`src/rtl/eps_pkg.sv`:
```
// Shared types for the EPROM programming sequencer.
// Assumes op codes are 4 bits; codes at or above OP_COUNT are unknown.
package eps_pkg;

    typedef enum logic [3:0] {
        OP_SIG    = 4'd0,
        OP_PCODE  = 4'd1,
        OP_VCODE  = 4'd2,
        OP_PENC   = 4'd3,
        OP_PLK1   = 4'd4,
        OP_PLK2   = 4'd5,
        OP_PLK3   = 4'd6,
        OP_PCLK6  = 4'd7,
        OP_VCLK6  = 4'd8,
        OP_VLOCK  = 4'd9
    } op_e;

    localparam int OP_COUNT = 10;

    typedef enum logic [2:0] {
        ST_IDLE,
        ST_LEAD,
        ST_LOW,
        ST_HIGH,
        ST_SETTLE,
        ST_FIN
    } st_e;

    // True for op codes that run a strobe burst.
    function automatic logic op_writes(op_e op);
        case (op)
            OP_PCODE, OP_PENC, OP_PLK1, OP_PLK2, OP_PLK3, OP_PCLK6: return 1'b1;
            default: return 1'b0;
        endcase
    endfunction

    // Select-line pattern, bit 4 = line A ... bit 0 = line E.
    function automatic logic [4:0] op_lines(op_e op);
        case (op)
            OP_SIG:   return 5'b00000;
            OP_PCODE: return 5'b10110;
            OP_VCODE: return 5'b00110;
            OP_PENC:  return 5'b10100;
            OP_PLK1:  return 5'b11110;
            OP_PLK2:  return 5'b11000;
            OP_PLK3:  return 5'b01010;
            OP_PCLK6: return 5'b00100;
            OP_VCLK6: return 5'b00111;
            OP_VLOCK: return 5'b01000;
            default:  return 5'b00000;
        endcase
    endfunction

endpackage

```
`src/rtl/eps_timebase.sv`:
```
// Tick generator: one-cycle tick every DIV clocks while run is high.
// Assumes the counter restarts from zero whenever run is low, so the
// first tick comes DIV cycles after run rises.
module eps_timebase #(
    parameter int DIV = 100
) (
    input  logic clk,
    input  logic rst_n,
    input  logic run,
    output logic tick
);
    localparam int CW = (DIV > 1) ? $clog2(DIV) : 1;
    localparam logic [CW-1:0] LAST = CW'(DIV - 1);

    logic [CW-1:0] cnt;

    // Count clocks within one tick interval.
    always_ff @(posedge clk) begin
        if (!rst_n || !run)  cnt <= '0;
        else if (cnt == LAST) cnt <= '0;
        else                  cnt <= cnt + 1'b1;
    end

    assign tick = run && (cnt == LAST);

    generate
        if (DIV > 1) begin : g_spacing
            // ticks never come on adjacent cycles
            a_r5_tick_spacing: assert property (@(posedge clk) disable iff (!rst_n)
                tick |=> !tick);
        end
    endgenerate
endmodule

```
`src/rtl/eps_pinmap.sv`:
```
// Target control decoder: reset, program-store-enable and select lines.
// Assumes the target stays in normal reset-low state while idle.
module eps_pinmap
    import eps_pkg::*;
(
    input  logic       busy,
    input  op_e        op,
    output logic       tgt_rst,
    output logic       tgt_psen,
    output logic [4:0] tgt_sel
);
    // Map the active operation to its pin levels.
    always_comb begin
        tgt_rst  = busy;
        tgt_psen = busy ? (op == OP_PLK1) : 1'b1;
        tgt_sel  = busy ? op_lines(op) : 5'b00000;
    end
endmodule

```
`src/rtl/eps_result.sv`:
```
// Verify decoder: splits the captured byte into clock-mode and lock flags.
// Assumes the byte was captured after the settle interval.
module eps_result (
    input  logic [7:0] rd_byte,
    output logic       clk12,
    output logic [2:0] lock
);
    // Pick the result bits out of the byte.
    always_comb begin
        clk12   = rd_byte[4];
        lock[0] = rd_byte[7];
        lock[1] = rd_byte[6];
        lock[2] = rd_byte[3];
    end
endmodule

```
`src/rtl/eps_seq.sv`:
```
// Operation sequencer: accepts a request, walks lead / pulse / settle
// intervals counted in ticks, and flags the capture and done cycles.
// Assumes tick comes from a timebase that runs only in timed states.
module eps_seq
    import eps_pkg::*;
#(
    parameter int PULSES       = 5,
    parameter int LOW_TICKS    = 100,
    parameter int HIGH_TICKS   = 10,
    parameter int SETTLE_TICKS = 1
) (
    input  logic       clk,
    input  logic       rst_n,
    input  logic       req_valid,
    input  logic [3:0] req_op,
    input  logic       tick,
    output logic       accept,
    output logic       busy,
    output logic       done,
    output logic       timing,
    output logic       strobe,
    output logic       vpp_en,
    output logic       capture,
    output logic       prog,
    output op_e        cur_op
);
    localparam int LEAD_TICKS = 1;
    localparam int TMAX = (LOW_TICKS > HIGH_TICKS)
                        ? ((LOW_TICKS > SETTLE_TICKS) ? LOW_TICKS : SETTLE_TICKS)
                        : ((HIGH_TICKS > SETTLE_TICKS) ? HIGH_TICKS : SETTLE_TICKS);
    localparam int TW = $clog2(TMAX + 1);
    localparam int PW = $clog2(PULSES + 1);

    st_e           st;
    logic [TW-1:0] tcnt;
    logic [TW-1:0] lim;
    logic [PW-1:0] pcnt;
    logic          seg_end;

    // Interval length of the current state, in ticks.
    always_comb begin
        case (st)
            ST_LOW:    lim = TW'(LOW_TICKS);
            ST_HIGH:   lim = TW'(HIGH_TICKS);
            ST_SETTLE: lim = TW'(SETTLE_TICKS);
            default:   lim = TW'(LEAD_TICKS);
        endcase
    end

    assign seg_end = tick && (tcnt == lim - 1'b1);
    assign accept  = (st == ST_IDLE) && req_valid && (req_op < 4'(OP_COUNT));

    // State, tick and pulse counters.
    always_ff @(posedge clk) begin
        if (!rst_n) begin
            st     <= ST_IDLE;
            tcnt   <= '0;
            pcnt   <= '0;
            cur_op <= OP_SIG;
        end else begin
            case (st)
                ST_IDLE: if (accept) begin
                    cur_op <= op_e'(req_op);
                    st     <= op_writes(op_e'(req_op)) ? ST_LEAD : ST_SETTLE;
                    tcnt   <= '0;
                    pcnt   <= '0;
                end
                ST_LEAD, ST_LOW, ST_SETTLE: if (seg_end) begin
                    tcnt <= '0;
                    st   <= (st == ST_LEAD) ? ST_LOW
                          : (st == ST_LOW)  ? ST_HIGH : ST_FIN;
                end else if (tick) begin
                    tcnt <= tcnt + 1'b1;
                end
                ST_HIGH: if (seg_end) begin
                    tcnt <= '0;
                    if (pcnt == PW'(PULSES - 1)) begin
                        st <= ST_FIN;
                    end else begin
                        pcnt <= pcnt + 1'b1;
                        st   <= ST_LOW;
                    end
                end else if (tick) begin
                    tcnt <= tcnt + 1'b1;
                end
                default: st <= ST_IDLE;
            endcase
        end
    end

    // Output levels decoded from the state.
    always_comb begin
        busy    = (st != ST_IDLE);
        done    = (st == ST_FIN);
        timing  = busy && !done;
        strobe  = (st != ST_LOW);
        vpp_en  = (st == ST_LEAD) || (st == ST_LOW) || (st == ST_HIGH);
        capture = (st == ST_SETTLE) && seg_end;
        prog    = busy && op_writes(cur_op);
    end

    // a low strobe only ever happens with the high voltage on
    a_r5_low_has_vpp: assert property (@(posedge clk) disable iff (!rst_n)
        !strobe |-> vpp_en);
    // read and verify ops never pulse or raise the voltage
    a_r7_verify_quiet: assert property (@(posedge clk) disable iff (!rst_n)
        (busy && !prog) |-> (strobe && !vpp_en));
    // the running op cannot be replaced mid-sequence
    a_r10_op_held: assert property (@(posedge clk) disable iff (!rst_n)
        (busy && $past(busy)) |-> $stable(cur_op));
    // done is the final busy cycle
    a_r2_done_then_idle: assert property (@(posedge clk) disable iff (!rst_n)
        done |=> !busy);
    // voltage is off in the done cycle
    a_r6_vpp_off_done: assert property (@(posedge clk) disable iff (!rst_n)
        done |-> !vpp_en);
endmodule

```
`src/rtl/eprom_prog_seq.sv`:
```
// Top of the EPROM programming sequencer: timebase, sequencer, pin
// decoder, address/data latches and verify capture.
// Assumes data_in is stable by the end of the settle interval.
module eprom_prog_seq
    import eps_pkg::*;
#(
    parameter int ADDR_W       = 15,
    parameter int TICK_DIV     = 100,
    parameter int LOW_TICKS    = 100,
    parameter int HIGH_TICKS   = 10,
    parameter int PULSES       = 5,
    parameter int SETTLE_TICKS = 1
) (
    input  logic              clk,
    input  logic              rst_n,
    input  logic              req_valid,
    input  logic [3:0]        req_op,
    input  logic [ADDR_W-1:0] req_addr,
    input  logic [7:0]        req_data,
    input  logic [7:0]        data_in,
    output logic              busy,
    output logic              done,
    output logic              tgt_rst,
    output logic              tgt_psen,
    output logic [4:0]        tgt_sel,
    output logic              strobe,
    output logic              vpp_en,
    output logic [ADDR_W-1:0] addr_out,
    output logic [7:0]        data_out,
    output logic              data_oe,
    output logic [7:0]        rd_data,
    output logic              res_clk12,
    output logic [2:0]        res_sec
);
    logic accept, timing, tick, capture, prog;
    op_e  cur_op;

    eps_timebase #(.DIV(TICK_DIV)) u_tb (
        .clk(clk), .rst_n(rst_n), .run(timing), .tick(tick)
    );

    eps_seq #(
        .PULSES(PULSES), .LOW_TICKS(LOW_TICKS),
        .HIGH_TICKS(HIGH_TICKS), .SETTLE_TICKS(SETTLE_TICKS)
    ) u_seq (
        .clk(clk), .rst_n(rst_n), .req_valid(req_valid), .req_op(req_op),
        .tick(tick), .accept(accept), .busy(busy), .done(done),
        .timing(timing), .strobe(strobe), .vpp_en(vpp_en),
        .capture(capture), .prog(prog), .cur_op(cur_op)
    );

    eps_pinmap u_pins (
        .busy(busy), .op(cur_op),
        .tgt_rst(tgt_rst), .tgt_psen(tgt_psen), .tgt_sel(tgt_sel)
    );

    eps_result u_res (
        .rd_byte(rd_data), .clk12(res_clk12), .lock(res_sec)
    );

    // Latch address and data when a request is taken.
    always_ff @(posedge clk) begin
        if (!rst_n) begin
            addr_out <= '0;
            data_out <= '0;
        end else if (accept) begin
            addr_out <= req_addr;
            data_out <= req_data;
        end
    end

    // Capture the data bus at the end of the settle interval.
    always_ff @(posedge clk) begin
        if (!rst_n)       rd_data <= '0;
        else if (capture) rd_data <= data_in;
    end

    assign data_oe = prog;

    // address held steady through an operation
    a_r12_addr_held: assert property (@(posedge clk) disable iff (!rst_n)
        (busy && $past(busy)) |-> $stable(addr_out));
    // target kept in reset whenever the sequencer is working
    a_r4_target_reset: assert property (@(posedge clk) disable iff (!rst_n)
        vpp_en |-> tgt_rst);
endmodule

```
`config.mk`:
```
export PLATFORM = sky130hd
export DESIGN_NAME = eprom_prog_seq
export DESIGN_NICKNAME = d
export VERILOG_FILES = /design/src/rtl/eps_pkg.sv /design/src/rtl/eps_timebase.sv /design/src/rtl/eps_pinmap.sv /design/src/rtl/eps_result.sv /design/src/rtl/eps_seq.sv /design/src/rtl/eprom_prog_seq.sv
export SDC_FILE = /design/constraint.sdc
export NUM_CORES = 1
export LEC_CHECK = 0
export ABC_CLOCK_PERIOD_IN_PS = 3000
export BUFFER_PORTS_ARGS = -buffer_cell sky130_fd_sc_hd__buf_2
export CAP_MARGIN = 20
export CORE_ASPECT_RATIO = 0.6
export CORE_MARGIN = 4
export CORE_UTILIZATION = 39
export DETAILED_ROUTE_END_ITERATION = 12
export PLACE_DENSITY = 0.71
export RECOVER_POWER = 100
export SLEW_MARGIN = 20
export SYNTH_ARGS = -nofsm -noshare
export SYNTH_HDL_FRONTEND = slang
export SYNTH_SLANG_ARGS = --single-unit
```
`constraint.sdc`:
```
create_clock -name clk -period 3 [get_ports clk]
set_input_delay 0 -clock clk [delete_from_list [all_inputs] [get_ports clk]]
set_output_delay 0 -clock clk [all_outputs]
set_load 0.02 [all_outputs]
```
# [Word level (Yosys, flattened, before mapping)]
# Memories as Yosys holds them, arrays and structs flattened. A register that Yosys moved wholly into a read port is not among the register bits.
# Index checks and enable logic that the tools add are counted.
[totals] reg_bits=55 romBits=80 inputBits=38 output_inout_bits=47 word_cells=92 mem_count=1
[classes] add_sub_neg=4 order_cmp=1 n_eq_ne=26 n_mux=26 reduce_logical=26
[memory_table] memory="(name not given)" depth=16 width=5 read_ports=1 rd_clocked_by_memory_dff=1 wr=0 line="eps_pkg.sv:39" rtl="case (op)"
[ops] cell="$eq 4x3->1 const B" count=8
[ops] cell="$mux 3" count=10
[ops] cell="$pmux 7 s2" count=2
[ops] cell="$mux 7" count=3
[ops] cell="$add 7x1->7 const B" count=2
[ops] cell="$reduce_or 6->1" count=2
[ops] cell="$eq 3x3->1 const B" count=3
[ops] cell="$pmux 3 s3" count=1
[ops] cell="$eq 4x1->1 const B" count=2
[ops] cell="$eq 4x2->1 const B" count=2
[ops] cell="$mux 4" count=2
[ops] cell="$eq 7x7->1" count=1
[ops] cell="$eq 7x7->1 const B" count=1
[ops] cell="$logic_and 1x1->1" count=7
[ops] cell="$sub 7x1->7 const B" count=1
[ops] cell="$eq 3x2->1 const B" count=2
[ops] cell="$mux 1" count=6
[ops] cell="$pmux 3 s2" count=1
[ops] cell="$reduce_and 3->1" count=2
[ops] cell="$mux 5" count=1
[ops] cell="$lt 4x4->1 const B" count=1
[ops] cell="$ne 2x1->1 const B" count=2
[ops] cell="$ne 2x2->1 const B" count=2
[ops] cell="$reduce_and 4->1" count=1
[ops] cell="other kinds (13)" count=18

# [Longest topological paths before layout]
[logic_depth] word_depth=9 mapped_depth=9 mapped_depth_nobuf=9

# [Modules after synthesis]
# Synthesis repeated with hierarchy kept, for this count alone.
[hier_totals] cells_unflattened=288 hier_area_um2=2785.2
[modules_own_cells] mod="eprom_prog_seq" instances=1 cells_per_inst=100 area_each_um2=1194.9 seq_area_each_um2=620.6
[modules_own_cells] mod="eps_seq" instances=1 cells_per_inst=127 area_each_um2=1039.7 seq_area_each_um2=340.3
[modules_own_cells] mod="eps_timebase" instances=1 cells_per_inst=34 area_each_um2=325.3 seq_area_each_um2=140.1
[modules_own_cells] mod="eps_pinmap" instances=1 cells_per_inst=23 area_each_um2=195.2 seq_area_each_um2=0.0
[modules_own_cells] mod="eps_result" instances=1 cells_per_inst=4 area_each_um2=30.0 seq_area_each_um2=0.0

# [Worst setup path before layout]
# OpenSTA, ideal clock, no wires.
[synth_path] kind="reg2reg" startpoint="register u_seq.st[2]" endpoint="register with a tool-made name" setup_ps=116 arrival_time_ps=2124 setup_slack_ps=760 stages_incl_launch_ff=9 path_buffers=0 period_less_slack_ps=2240 cell_sequence="dfxtp_1 -> nor3_2 -> inv_2 -> o31ai_1 -> a21oi_1 -> inv_1 -> ha_1 -> or3_1 -> o211a_1"
[synth_lines] element="start: declaration" line="eps_seq.sv:34" rtl="st_e st;"
[synth_lines] element="start signal: assignment" line="eps_seq.sv:64" rtl="st <= op_writes(op_e'(req_op)) ? ST_LEAD : ST_SETTLE;"
[synth_lines] element="start signal: assignment" line="eps_seq.sv:70" rtl="st <= (st == ST_LEAD) ? ST_LOW"

# [Worst setup path after layout]
[layout_path] startpoint="register u_tb.cnt[3]" endpoint="register u_seq.pcnt[1]"
[layout_via] elab_chain_len=5
[layout_rtl] element="start: declaration" line="eps_timebase.sv:15" rtl="logic [CW-1:0] cnt;"
[layout_rtl] element="start signal: assignment" line="eps_timebase.sv:21" rtl="else cnt <= cnt + 1'b1;"
[layout_rtl] element="$eq 7x7->1" line="eps_timebase.sv:24" rtl="assign tick = run && (cnt == LAST);"
[layout_rtl] element="$logic_and 1x1->1" line="eps_timebase.sv:24"
[layout_rtl] element="$logic_and 1x1->1" line="eps_seq.sv:50" rtl="assign seg_end = tick && (tcnt == lim - 1'b1);"
[layout_rtl] element="$ne 2x1->1 (no source line)"
[layout_rtl] element="$reduce_and 4->1 (no source line)"
[layout_rtl] element="end signal: assignment" line="eps_seq.sv:80" rtl="pcnt <= pcnt + 1'b1;"
[layout_rtl] element="end: declaration" line="eps_seq.sv:37" rtl="logic [PW-1:0] pcnt;"
# No other way between the ends.
# A chain may end at the register's enable or synchronous reset.

==> impl_results.md <==
- H-tree Lvls: 3
- CTS root buf: clkbuf_16
- Number of flops mapped to enable cells by yosys: 0
- Setup-failing EPs final: 0
- Crit path buf inv count: 0
- Num CTS Buffers: 9
- Fmax: between 300 and 400 MHz
- Startpoint types: flip-flop
- Tot Pwr: a little over 2 mW
- RSZ-0062 raised after global routing: no
- R2R setup slack: between 0.3 and 0.4 ns
- I/O pin cnt: 85
- Peak supply drop: 0.334 mV
- Gr ovfl total: 0
- Post-synthesis sequential area ratio: 0.428
- Worst Hold Path Cells: 3
- # Post-CTS Setup Buffers: 0
- Highest routed layer: met4
- Min-delay worst type: input pin to flip-flop
- Area of the core: ~7000 um2
- Syn Inst Count: roughly 340
- Crit path depth: 5
- Synth top area share: 0.428
- CP Cell Sequence: or4b_1, or4_1, a2111oi_1, nand2_1, a21oi_1
- Status: completed
- Total of max-cap violations: 0
- Setup_tns: 0 ns
- Fin. max-slew vios: 0
- Pleak: ~1.5 nW
- Hold path endpoint: u_seq.cur_op[0]$_SDFFE_PN0N_
- # rows: 23
- Via density: 5.09
- Slew @ Worst Pin: approximately 0.98 ns
- Dominant cell type by area after synthesis: dfxtp_1
- Placed inst area: around 3300 um2
- Synth Flop Type: dfxtp_1
- RePlAce Congestion: ~0.86
- RR Startpoint: u_tb.cnt[3]$_SDFF_PP0_
- Wire per inst: 14.3 um
- Initial antenna violation count: 0
- CTS sink count: 60
- Syn. warnings: 0
- # DRC: 0
- Drt initial violations: ~160
- Top delay family on crit path: simple AND/OR/NAND/NOR gates
- Die ar.: 8670 um2
- CP arrival: about 2.9 ns
- R2R cell count: 5
- Die W: 118 um
- Clock Skews: 0.00372 ns
- GRT Util Overall: 0.186
- Tmin final: roughly 2.7 ns
- Number of global-route vias before repair: ~2,700
- Final net count: between 400 and 500
- Async set-or-reset flop fraction in the synthesized netlist: 0
- Die Y-Extent: 73.7 um
- Wire length on met3: 544 um
- Syn avg cell area: between 8 and 9 um2
- Hold Vio Cnt, Final: 0
- Syn nets: 383
- Routed WL: approximately 7.8 mm
- Critical Path Max Stage Delay: about 0.86 ns
- First-pass GRT wire length: ~13 mm
- Vias: ~2,800
- Layout cell share with drive strength beyond 1: 0.145
- Headroom to the max-slew limit: 0.347
- Netlist Area Pre-Place: roughly 2800 um2
- Slowest stage cell, crit path: a2111oi_1
- Crit share post-route: 0.894
- Latest clock arrival within the worst-skew pair: around 0.32 ns
- Design Area, Final: roughly 3800 um2
- Synth area leaders: dfxtp_1, nand2_1, a21oi_1
- CP Max Fanout: 4
- TritonCTS clock tree: built
- Number of port buffers: 84
- Setup CP Type: flip-flop to flip-flop
- Area Growth Syn to Fin: 34.0%
- #FFs+latches synth: 60
- FF-to-FF End: u_seq.pcnt[1]$_SDFFE_PN0P_
- Final core occ: 0.552
- ANT nets after route: 0
- Hold slack final: 0.0683 ns
- First-pass DRT Iterations: 4
- DP HPWL: around 5.2 mm
- Netlist cell types: 49
- CTS max path bufs: 2
- Critical path endpoint category: flip-flop
- Antenna Cells: 0
- PwrDens: 543 nW/um2
- Largest net degree at the start of global routing: 32
- Worst min-delay path startpoint: req_valid
- Routed wl met2: 3.52 mm
- Worst-path clk slew: 0.05 ns
- Met1 wire length: approximately 3.5 mm
- Initial core utilization: 0.412
- Critical Path RT: between 3 and 4 ns
==> cell families (layout without fill, tap and decap cells) <==
kind of cell | after synthesis | after routing | synth area share
AND/OR/NAND/NOR | 137 | 137 | 0.233
AO/OA/AOI/OAI | 75 | 75 | 0.174
flip-flops | 60 | 60 | 0.428
buffers and inverters | 33 | 151 | 0.0508
multiplexers | 13 | 13 | 0.0463
adder cells (fa/ha/maj) | 9 | 9 | 0.0401
XOR/XNOR | 9 | 9 | 0.0281
==> stage by stage <==
step / instances / worst slack [ns]
floorplan: 336 / 0.760
global placement: 494 / 0.553
detailed placement: 494 / 0.375
CTS: 541 / 0.349
global route: 541 / 0.168
finish: 541 / 0.318
==> layout by cell type, fill, tap and decap left out, types with 2 or more instances in the layout <==
cell type	n
buf_4	4
or3b_2	2
nand2_1	76
and4_1	2
nor3_2	2
clkbuf_1	47
o31ai_1	4
a31oi_1	4
nor2b_1	2
xnor2_1	2
a21oi_1	36
nor3_1	4
o21bai_1	2
nor2_1	20
clkinv_2	2
clkbuf_8	2
o2111ai_1	3
xor2_1	7
mux2i_1	13
o21ai_0	10
and2_0	2
and2_1	5
or3_1	4
dlygate4sd3_1	32
o21ai_1	2
dfxtp_1	60
buf_2	41
inv_1	12
clkbuf_16	9
ha_1	9
nand3_1	10
and3_1	3
==> worst max-delay path by stage <==
stage,end,startpoint
3_3_place_gp,flip-flop,u_seq.st[0]$_SDFFE_PN0P_
3_5_place_dp,flip-flop,u_seq.st[0]$_SDFFE_PN0P_
4_1_cts,flip-flop,u_seq.st[0]$_SDFFE_PN0P_
5_1_grt,flip-flop,u_seq.st[0]$_SDFFE_PN0P_
6_report,u_seq.pcnt[1]$_SDFFE_PN0P_,u_tb.cnt[3]$_SDFF_PP0_
2_1_floorplan,flip-flop,u_seq.st[2]$_SDFFE_PN0P_
==> power breakdown <==
| group | leakage, nW | switching [mW] | internal [mW] |
|---|---|---|---|
| logic | 0.882 | 0.162 | 0.106 |
| registers | 0.488 | 0.0195 | 0.834 |
| clock network | 0.135 | 0.326 | 0.595 |
==> worst register-to-register path, stage by stage, from the launching register on <==
cell and delay, ns:
dfxtp_1 0.34, or4b_1 0.62, or4_1 0.49, a2111oi_1 0.86, nand2_1 0.16, a21oi_1 0.15
==> flip-flops by register name, summed over array words and instances, names as in the netlist, named ones only <==
register / cells
u_tb.cnt: 7
u_seq.st: 3
u_seq.pcnt: 3
data_out: 8
u_seq.cur_op: 4
addr_out: 15
rd_data: 8
u_seq.tcnt: 7
==> per-layer routing <==
metal | up-vias | GRT usage
li1 | 1379 | -
met1 | 1247 | 0.234
met2 | 108 | 0.295
met3 | 18 | 0.0685
met4 | 0 | 0.0753
met5 | - | 0
==> cells in the mapped netlist, drive strengths merged, types with 2 or more instances <==
| library cell | instances |
|---|---|
| mux2i | 13 |
| a2111oi | 2 |
| or3 | 4 |
| nor3 | 6 |
| and2 | 7 |
| ha | 9 |
| or3b | 2 |
| nor2b | 2 |
| buf | 7 |
| inv | 13 |
| xor2 | 7 |
| o2111ai | 3 |
| o21bai | 2 |
| clkbuf | 12 |
| o31ai | 4 |
| and3 | 3 |
| o21ai | 12 |
| a31oi | 4 |
| dfxtp | 60 |
| nor2 | 21 |
| a211oi | 2 |
| nand3 | 10 |
| a21oi | 36 |
| nand2 | 76 |
| and4 | 2 |
| xnor2 | 2 |
==> repair_timing <==
item | CTS | global route
resized for setup | 0 | 0
hold buffers | 32 | 0
hold endpoints to repair | 32 | 0
==> final cells by class <==
type                            count  area (um2)
Clock buffer                       13         260
Sequential cell                    60        1200
Timing Repair Buffer              122         724
Clock inverter                      2        10.0
Multi-Input combinational cell    243        1410
Tap cell                           87         109
Fill cell                         651        3060
Inverter                           14        52.6
(Power assumes the default switching activity.)
